`src/rtl/ddr_cmd_pkg.sv`:
```
package ddr_cmd_pkg;

    typedef enum logic [2:0] {
        CMD_DESEL = 3'd0,
        CMD_NOP   = 3'd1,
        CMD_ACT   = 3'd2,
        CMD_RD    = 3'd3,
        CMD_WR    = 3'd4,
        CMD_PRE   = 3'd5,
        CMD_REF   = 3'd6,
        CMD_MRS   = 3'd7
    } cmd_kind_t;

    typedef enum logic {
        DLLR_IDLE  = 1'b0,
        DLLR_PULSE = 1'b1
    } dllr_state_t;

endpackage

```
`src/rtl/ddr_cmd_classify.sv`:
```
module ddr_cmd_classify
    import ddr_cmd_pkg::*;
(
    input  logic      cs_n,
    input  logic      ras_n,
    input  logic      cas_n,
    input  logic      we_n,
    output cmd_kind_t kind
);
    always_comb begin
        if (cs_n) begin
            kind = CMD_DESEL;
        end else begin
            unique case ({ras_n, cas_n, we_n})
                3'b011:  kind = CMD_ACT;
                3'b101:  kind = CMD_RD;
                3'b100:  kind = CMD_WR;
                3'b010:  kind = CMD_PRE;
                3'b001:  kind = CMD_REF;
                3'b000:  kind = CMD_MRS;
                default: kind = CMD_NOP;
            endcase
        end
    end
endmodule

```
`src/rtl/ddr_bank_tracker.sv`:
```
module ddr_bank_tracker #(
    parameter int BANKS = 4,
    localparam int BA_W = $clog2(BANKS)
) (
    input  logic             clk,
    input  logic             rst_n,
    input  logic             act,
    input  logic             pre,
    input  logic             pre_all,
    input  logic [BA_W-1:0]  ba,
    output logic [BANKS-1:0] open_q
);
    for (genvar g = 0; g < BANKS; g++) begin : g_bank
        always_ff @(posedge clk) begin
            if (!rst_n) begin
                open_q[g] <= 1'b0;
            end else if (act && ba == BA_W'(g)) begin
                open_q[g] <= 1'b1;
            end else if (pre && (pre_all || ba == BA_W'(g))) begin
                open_q[g] <= 1'b0;
            end
        end
    end
endmodule

```
`src/rtl/ddr_mode_regs.sv`:
```
module ddr_mode_regs
    import ddr_cmd_pkg::*;
#(
    parameter int ADDR_W     = 13,
    parameter int DLLRST_BIT = 8,
    parameter logic [ADDR_W-1:0] BASE_RST = ADDR_W'(12'h021),
    localparam int OP_W = ADDR_W - 7
) (
    input  logic              clk,
    input  logic              rst_n,
    input  logic              load_base,
    input  logic              load_ext,
    input  logic [ADDR_W-1:0] addr,
    output logic [3:0]        burst_len,
    output logic              burst_interleave,
    output logic [2:0]        cas_x2,
    output logic [OP_W-1:0]   op_mode,
    output logic              dll_enable,
    output logic              drive_weak,
    output logic              dll_reset,
    output logic              cfg_reserved_err
);
    logic [ADDR_W-1:0] base_q;
    logic [1:0]        ext_q;
    dllr_state_t       state_q, state_d;

    always_comb begin
        state_d = state_q;
        unique case (state_q)
            DLLR_IDLE:  if (load_base && addr[DLLRST_BIT]) state_d = DLLR_PULSE;
            DLLR_PULSE: if (!(load_base && addr[DLLRST_BIT])) state_d = DLLR_IDLE;
            default:    state_d = DLLR_IDLE;
        endcase
    end

    always_ff @(posedge clk) begin
        if (!rst_n) state_q <= DLLR_IDLE;
        else        state_q <= state_d;
    end

    always_ff @(posedge clk) begin
        if (!rst_n) begin
            base_q <= BASE_RST;
            ext_q  <= 2'b00;
        end else begin
            if (load_base) begin
                base_q <= addr;
            end else if (state_q == DLLR_PULSE) begin
                base_q[DLLRST_BIT] <= 1'b0;
            end
            if (load_ext) ext_q <= addr[1:0];
        end
    end

    always_comb begin
        unique case (base_q[2:0])
            3'b001:  burst_len = 4'd2;
            3'b010:  burst_len = 4'd4;
            3'b011:  burst_len = 4'd8;
            default: burst_len = 4'd0;
        endcase
        unique case (base_q[6:4])
            3'b010:  cas_x2 = 3'd4;
            3'b110:  cas_x2 = 3'd5;
            3'b011:  cas_x2 = 3'd6;
            default: cas_x2 = 3'd0;
        endcase
    end

    assign burst_interleave = base_q[3];
    assign op_mode          = base_q[ADDR_W-1:7];
    assign dll_enable       = ~ext_q[0];
    assign drive_weak       = ext_q[1];
    assign dll_reset        = (state_q == DLLR_PULSE);
    assign cfg_reserved_err = (burst_len == 4'd0) || (cas_x2 == 3'd0);
endmodule

```
`src/rtl/ddr_cmd_decoder.sv`:
```
module ddr_cmd_decoder
    import ddr_cmd_pkg::*;
#(
    parameter int ADDR_W = 13,
    parameter int BANKS  = 4,
    parameter int AP_BIT = 10,
    localparam int BA_W  = $clog2(BANKS),
    localparam int OP_W  = ADDR_W - 7
) (
    input  logic              clk,
    input  logic              rst_n,
    input  logic              cs_n,
    input  logic              ras_n,
    input  logic              cas_n,
    input  logic              we_n,
    input  logic [BA_W-1:0]   ba,
    input  logic [ADDR_W-1:0] addr,
    output logic [2:0]        cmd,
    output logic [BA_W-1:0]   cmd_bank,
    output logic              auto_pre,
    output logic              pre_all,
    output logic [BANKS-1:0]  open_banks,
    output logic              mrs_illegal,
    output logic [3:0]        burst_len,
    output logic              burst_interleave,
    output logic [2:0]        cas_x2,
    output logic [OP_W-1:0]   op_mode,
    output logic              dll_enable,
    output logic              drive_weak,
    output logic              dll_reset,
    output logic              cfg_reserved_err
);
    cmd_kind_t kind_c, kind_q;
    logic      col_cmd, is_pre, load_base, load_ext;

    ddr_cmd_classify u_cls (
        .cs_n (cs_n), .ras_n (ras_n), .cas_n (cas_n), .we_n (we_n), .kind (kind_c)
    );

    assign col_cmd   = (kind_c == CMD_RD) || (kind_c == CMD_WR);
    assign is_pre    = (kind_c == CMD_PRE);
    assign load_base = (kind_c == CMD_MRS) && (ba == BA_W'(0));
    assign load_ext  = (kind_c == CMD_MRS) && (ba == BA_W'(1));

    always_ff @(posedge clk) begin
        if (!rst_n) begin
            kind_q      <= CMD_DESEL;
            cmd_bank    <= '0;
            auto_pre    <= 1'b0;
            pre_all     <= 1'b0;
            mrs_illegal <= 1'b0;
        end else begin
            kind_q      <= kind_c;
            cmd_bank    <= ba;
            auto_pre    <= col_cmd && addr[AP_BIT];
            pre_all     <= is_pre && addr[AP_BIT];
            mrs_illegal <= (kind_c == CMD_MRS) && (|open_banks);
        end
    end

    assign cmd = kind_q;

    ddr_bank_tracker #(.BANKS(BANKS)) u_banks (
        .clk     (clk),
        .rst_n   (rst_n),
        .act     (kind_c == CMD_ACT),
        .pre     (is_pre),
        .pre_all (addr[AP_BIT]),
        .ba      (ba),
        .open_q  (open_banks)
    );

    ddr_mode_regs #(.ADDR_W(ADDR_W)) u_mr (
        .clk              (clk),
        .rst_n            (rst_n),
        .load_base        (load_base),
        .load_ext         (load_ext),
        .addr             (addr),
        .burst_len        (burst_len),
        .burst_interleave (burst_interleave),
        .cas_x2           (cas_x2),
        .op_mode          (op_mode),
        .dll_enable       (dll_enable),
        .drive_weak       (drive_weak),
        .dll_reset        (dll_reset),
        .cfg_reserved_err (cfg_reserved_err)
    );
endmodule

```
`config.mk`:
```
export PLATFORM = sky130hd
export DESIGN_NAME = ddr_cmd_decoder
export DESIGN_NICKNAME = d
export VERILOG_FILES = /design/src/rtl/ddr_cmd_pkg.sv /design/src/rtl/ddr_cmd_classify.sv /design/src/rtl/ddr_bank_tracker.sv /design/src/rtl/ddr_mode_regs.sv /design/src/rtl/ddr_cmd_decoder.sv
export SDC_FILE = /design/constraint.sdc
export NUM_CORES = 1
export LEC_CHECK = 0
export ABC_AREA = 1
export BUFFER_PORTS_ARGS = -buffer_cell sky130_fd_sc_hd__buf_2
export CAP_MARGIN = 10
export CORE_ASPECT_RATIO = 0.75
export CORE_MARGIN = 2
export CORE_UTILIZATION = 42
export CTS_CLUSTER_DIAMETER = 50
export DETAILED_ROUTE_END_ITERATION = 6
export HOLD_SLACK_MARGIN = 0.15
export PLACE_DENSITY = 0.79
export SKIP_LAST_GASP = 1
export SLEW_MARGIN = 20
export SYNTH_ARGS = -nofsm -noshare
export SYNTH_HDL_FRONTEND = slang
export SYNTH_SLANG_ARGS = --single-unit
export TNS_END_PERCENT = 30
```
`constraint.sdc`:
```
create_clock -name clk -period 0.8 [get_ports clk]
set_clock_uncertainty 0.05 [all_clocks]
set_input_delay 0 -clock clk [delete_from_list [all_inputs] [get_ports clk]]
set_output_delay 0 -clock clk [all_outputs]
set_load 0.02 [all_outputs]
```
# Word level (Yosys, flattened, before mapping)
# Index checks and enable logic that the tools add are counted.
[word_totals]
latch_bits = 0
romBits = 0
elab_cells = 78
inputBits = 21
ff_bits = 28
memories = 0
ram_bits = 0
[op_classes]
magnitude_cmp = 0
bitwise = 1
addsub = 0
mux = 15
shift = 0
div_mod_pow = 0
n_eq_ne = 19
mul = 0
n_reduce_logical = 30
[ops]
columns = ["op", "count"]
rows = [
  ["== test 3 x 2 -> 1 bit, second input constant", 8],
  ["== test 3 bit, second input constant", 6],
  ["one-hot mux 3 bit (6 select lines)", 1],
  ["logical AND 1 bit", 14],
  ["one-hot mux 4 bit (3 select lines)", 1],
  ["two-way mux 1 bit", 11],
  ["nonzero test 2 bit", 5],
  ["one-hot mux 3 bit (3 select lines)", 1],
  ["== test 3 x 1 -> 1 bit, second input constant", 2],
  ["logical NOT 3 bit", 2],
  ["logical OR 1 bit", 6],
  ["== test 2 bit, second input constant", 2],
  ["logical NOT 4 bit", 1],
  ["OR reduction 4 bit", 1],
  ["two-way mux 3 bit", 1],
  ["== test 2 x 1 -> 1 bit, second input constant", 1],
  ["logical NOT 2 bit", 1],
  ["inverter 1 bit", 1],
]

# Depth between registers and ports, before layout
[logic_depth]
depth_word = 7
depth_mapped = 7
mapped_depth_nobuf = 7

# By module
# From an unflattened synthesis, not the netlist that was laid out.
[hier_totals]
hier_cells = 182
area_unflattened_um2 = 1222.4
[by_module_without_submodules]
columns = ["module", "seq_area_each_um2", "n_inst", "cells_per_inst", "area_per_inst_um2"]
rows = [
  ["ddr_mode_regs", 320.3, 1, 94, 678.2],
  ["ddr_cmd_decoder", 160.2, 1, 42, 295.3],
  ["ddr_bank_tracker", 80.1, 1, 31, 192.7],
  ["ddr_cmd_classify", 0.0, 1, 15, 56.3],
]

# Worst setup path before layout
# No wires, ideal clock.
[synth_timing]
path_kind = "register to output"
startpoint = "reg u_mr.base_q[5]"
endpoint = "out cfg_reserved_err"
n_path_buf = 0
arrival_time_ns = 1.061
path_stages_with_launch = 4
required_ns = 0.750
path_slack_ns = -0.311
cell_sequence = "dfxtp_1 -> inv_1 -> a21oi_1 -> o211ai_1"
[synth_between]
elab_chain_cells = 4
[synth_rtl]
columns = ["element", "line", "source"]
rows = [
  ["start, declared", "ddr_mode_regs.sv:23", "logic [ADDR_W-1:0] base_q;"],
  ["start signal, assigned", "ddr_mode_regs.sv:47", "base_q <= addr;"],
  ["== test 3 x 2 -> 1 bit or == test 3 bit (tied branches)", "ddr_mode_regs.sv:62", "unique case (base_q[6:4])"],
  ["one-hot mux 3 bit (3 select lines) *", "ddr_mode_regs.sv:62", ""],
  ["via cas_x2[2]", "ddr_cmd_decoder.sv:26", "output logic [2:0] cas_x2,"],
  ["logical NOT 3 bit *", "ddr_mode_regs.sv:75", "assign cfg_reserved_err = (burst_len == 4'd0) || (cas_x2 == 3'd0);"],
  ["logical OR 1 bit *", "ddr_mode_regs.sv:75", ""],
  ["end, declared", "ddr_cmd_decoder.sv:31", "output logic cfg_reserved_err"],
]
# Mark *: on every way through the listed nets, which the timed path passes. The rest lies on a longest branch.

# Worst setup path in the final report
[layout_timing]
startpoint = "reg u_mr.base_q[2]"
endpoint = "out burst_len[2]"
[layout_between]
elab_chain_cells = 2
[layout_rtl]
columns = ["element", "line", "source"]
rows = [
  ["== test 3 x 2 -> 1 bit or == test 3 x 1 -> 1 bit (tied branches)", "ddr_mode_regs.sv:56", "unique case (base_q[2:0])"],
  ["one-hot mux 4 bit (3 select lines) *", "ddr_mode_regs.sv:56", ""],
  ["end, declared", "ddr_cmd_decoder.sv:24", "output logic [3:0] burst_len,"],
]
# Every way passes the cells marked *; elsewhere a longest branch is shown, timed or not.

==> results.yml <==
sta:
  finalSetupViolations: 30
  period_needed_ns: 1.14
  slew_viol_final: 0
  worst_hold_slack_ns: -0.135
  min_period_over_period: 1.42
  max_freq_mhz: 881
  report.final.hold_viol_count: 2
  setup_total_negative_slack_ns: -3.65
  grt_setup_unrepaired: "yes"
  timing.final.ws_setup_ns: -0.336
place:
  buffer_ports.inserted: 49
  post_detail_place_hpwl_um: 2070
  placed_area_sq_um: 1590
  pre_cts_slack_ns: -0.121
  gp_congestion: 0.822
setup_path:
  regToRegEndpoint: "u_mr.base_q[1]"
  r2r-start: "u_mr.base_q[1]"
  criticalPathCategory: "flop to output port"
  worst_setup_path_end_kind: "output port"
  reg2reg_setup_slack_ns: -0.10
  worst_path_arrival_time_ns: 1.09
  critical_path.cell_chain: "buf_6 > nor3_4 > buf_6"
  path_max_fanout: 2
  kind_of_launch_point_of_the_worst_setup_path: "flop"
  critPathRequiredTime_ns: 0.75
  timing.critical_path.slowest_stage_cell: "sky130_fd_sc_hd__dfxtp_2"
  worst_path_largest_cell_delay_ns: 0.34
  ff2ff_path_depth: 5
  critPathMostFrequentCell: "sky130_fd_sc_hd__buf_6"
synth:
  count_of_yosys_warnings_during_synthesis: 0
  count_of_flip_flops_with_a_built_in_enable_after_synthesis: 0
  yosys_cell_types: 26
  syn_area_sq_um: 1260
  ys_dominant_reg_cell: "sky130_fd_sc_hd__dfxtp_1"
  synthDominantAreaCellType: "sky130_fd_sc_hd__dfxtp_1"
  register_bit_count_reported_by_yosys: 28
  synth_commonest_cells: "40 x sky130_fd_sc_hd__nand2_1, 28 x sky130_fd_sc_hd__dfxtp_1, 26 x sky130_fd_sc_hd__nor2_1"
  synthArstFlopShare: 0
  synth_fp_nets: 191
  avgSynthCellArea_sq_um: 7.44
  synth_top_area_share: 0.443
  synthTopCellsByArea: "sky130_fd_sc_hd__dfxtp_1 44%, sky130_fd_sc_hd__nand2_1 12%, sky130_fd_sc_hd__nor2_1 7.7%"
  yosysSeqAreaShare: 0.443
  yosys.cell_count.top_type: "sky130_fd_sc_hd__nand2_1"
  post_synth_inst_count: 170
status:
  failed_checks: "hold timing, setup timing"
  status: "finished, violations left"
cts:
  cts_htree_levels: 1
  clock_sinks: 28
  post_cts_clock_slew_at_the_launch_and_capture_registers_of_the_worst_setup_and_hold_paths_ns: 0.10
  insertion_delay_ns: 0.28
  clock_tree.buffer_depth: 2
  cts_made_buffers: 3
  tritoncts: "built"
  clock-root-buffer: "sky130_fd_sc_hd__clkbuf_8"
detailed_routing:
  detail_route.wl_per_cell_um: 11.9
  routed_via_density: 4.51
  drt_iter0_drc: 52
  remaining_drc_errors: 0
  vias: 1276
  drt-total-wl_um: 3380
  drt_first_pass_iters: 4
  ant_nets: 0
global_routing:
  pin_count_of_the_biggest_net_entering_global_routing: 18
  via_count_of_the_first_global_routing_pass: 1160
  overflow: 0
  global_route_wire_length_before_repair_um: 4790
  globalRouteTotalUtil: 0.185
  grt_antenna_before_repair: 0
cells_and_area:
  filler_cell_count: 255
  fin_util: 0.663
  post-route-cell-area_sq_um: 1930
  antenna_cells: 0
  area_delta_synth_final_pct: 52.7
  finish.net_count: 267
  share_of_cells_above_drive_strength_1: 0.429
die:
  die_y_um: 51.5
  floorplan.io_pins: 51
  design.die.area_sq_um: 3470
  starting_density: 0.434
  dieWidth_um: 67.4
  core_sq_um: 2910
  rows: 17
power_and_ir_drop:
  pwr_density_cell_nw_per_um2: 1540
  vdd_drop_max_mv: 2.14
  power.static_leakage_nw: 1.02
hold_path:
  worstHoldStart: "cs_n"
  holdPathStages: 2
  hold-path-endpoint: "cmd[0]"
  min-delay-path-class: "input pin to flop"
run:
  max_cap_viol_count: 0
## state kept, by name (all words and copies together) (netlist names)
name,count
auto_pre,1
u_mr.ext_q,2
u_banks.open_q,4
cmd,3
u_mr.dll_reset,1
mrs_illegal,1
pre_all,1
cmd_bank,2
u_mr.base_q,13
## per-layer routing
layer  part of all wire  track usage
met1               0.46        0.216
met2               0.49        0.328
met3              0.041       0.0541
met4              0.010       0.0510
met5                  0            0
## worst max path at each step
stage / slack, ns / to / cells after the start / startpoint
after floorplan: -0.14 / cas_x2[1] / 2 / u_mr.base_q[4]
final: -0.34 / burst_len[2] / 3 / u_mr.base_q[2]
after detailed placement: -0.12 / u_mr.base_q[8] / 6 / cs_n
after CTS: -0.33 / cfg_reserved_err / 4 / u_mr.base_q[5]
after global placement: -0.08 / u_banks.open_q[1] / 7 / cs_n
after global routing: -0.38 / burst_len[2] / 3 / u_mr.base_q[2]
## logic make-up (layout without fill, tap and decap cells)
family	after synthesis	in the layout	synth area share
other	1	1	0.00296
AOI/OAI and AO/OA	17	17	0.0831
DFF	28	28	0.443
buffers and inverters	31	106	0.131
and+or+nand+nor	93	93	0.340
## critical path, delay by kind of cell (launching register included)
| kind | cells | cell delay (ns) |
|---|---|---|
| DFF | 1 | 0.34 |
| buffers and inverters | 2 | 0.27 |
| and+or+nand+nor | 1 | 0.20 |
## final cells by class
type	instances	area, sq um	area share
Tap cell	38	47.5	0.0246
Inverter	21	83.8	0.0434
Clock inverter	1	30.0	0.0155
Clock buffer	3	41.3	0.0214
Timing Repair Buffer	81	574	0.297
Multi-Input combinational cell	111	579	0.300
Sequential cell	28	576	0.298
## where the power goes
group / internal [mW] / switching (mW) / leakage, nW / total, mW
combinational: 0.193 / 0.217 / 0.754 / 0.411
sequential: 1.41 / 0.0124 / 0.230 / 1.43
clock: 0.671 / 0.466 / 0.0357 / 1.14
total: 2.28 / 0.696 / 1.02 / 2.97
## metrics by stage
stage / power, mW / instances
floorplan: 1.64 / 170
global placement: 1.79 / 261
detailed placement: 1.79 / 261
CTS: 2.99 / 281
global route: 3.09 / 283
finish: 2.97 / 283
## layout by cell type, fill, tap and decap left out, types with 2 or more instances in the layout
cell type	n
sky130_fd_sc_hd__nand2_1	39
sky130_fd_sc_hd__nor2_1	24
sky130_fd_sc_hd__a21oi_1	5
sky130_fd_sc_hd__nor4_1	3
sky130_fd_sc_hd__buf_4	15
sky130_fd_sc_hd__nand3_1	5
sky130_fd_sc_hd__dfxtp_4	2
sky130_fd_sc_hd__nand4_1	2
sky130_fd_sc_hd__buf_6	9
sky130_fd_sc_hd__inv_4	2
sky130_fd_sc_hd__inv_1	11
sky130_fd_sc_hd__nor2_2	8
sky130_fd_sc_hd__inv_2	8
sky130_fd_sc_hd__dfxtp_1	20
sky130_fd_sc_hd__dlygate4sd3_1	15
sky130_fd_sc_hd__dfxtp_2	6
sky130_fd_sc_hd__clkbuf_8	3
sky130_fd_sc_hd__nor2_4	3
sky130_fd_sc_hd__o21ai_0	2
sky130_fd_sc_hd__nor3_1	3
sky130_fd_sc_hd__nand2_2	2
sky130_fd_sc_hd__buf_2	42
sky130_fd_sc_hd__o21bai_1	6
sky130_fd_sc_hd__o211ai_1	2
## what timing repair did
item,CTS,global route
resized for setup,22,17
gates cloned,0,0
buffers inserted,1,2
hold buffers,15,2
setup endpoints to repair,30,39
hold endpoints to repair,28,23
pin swaps,3,4
Note: power is estimated with default switching activity, not from simulation.
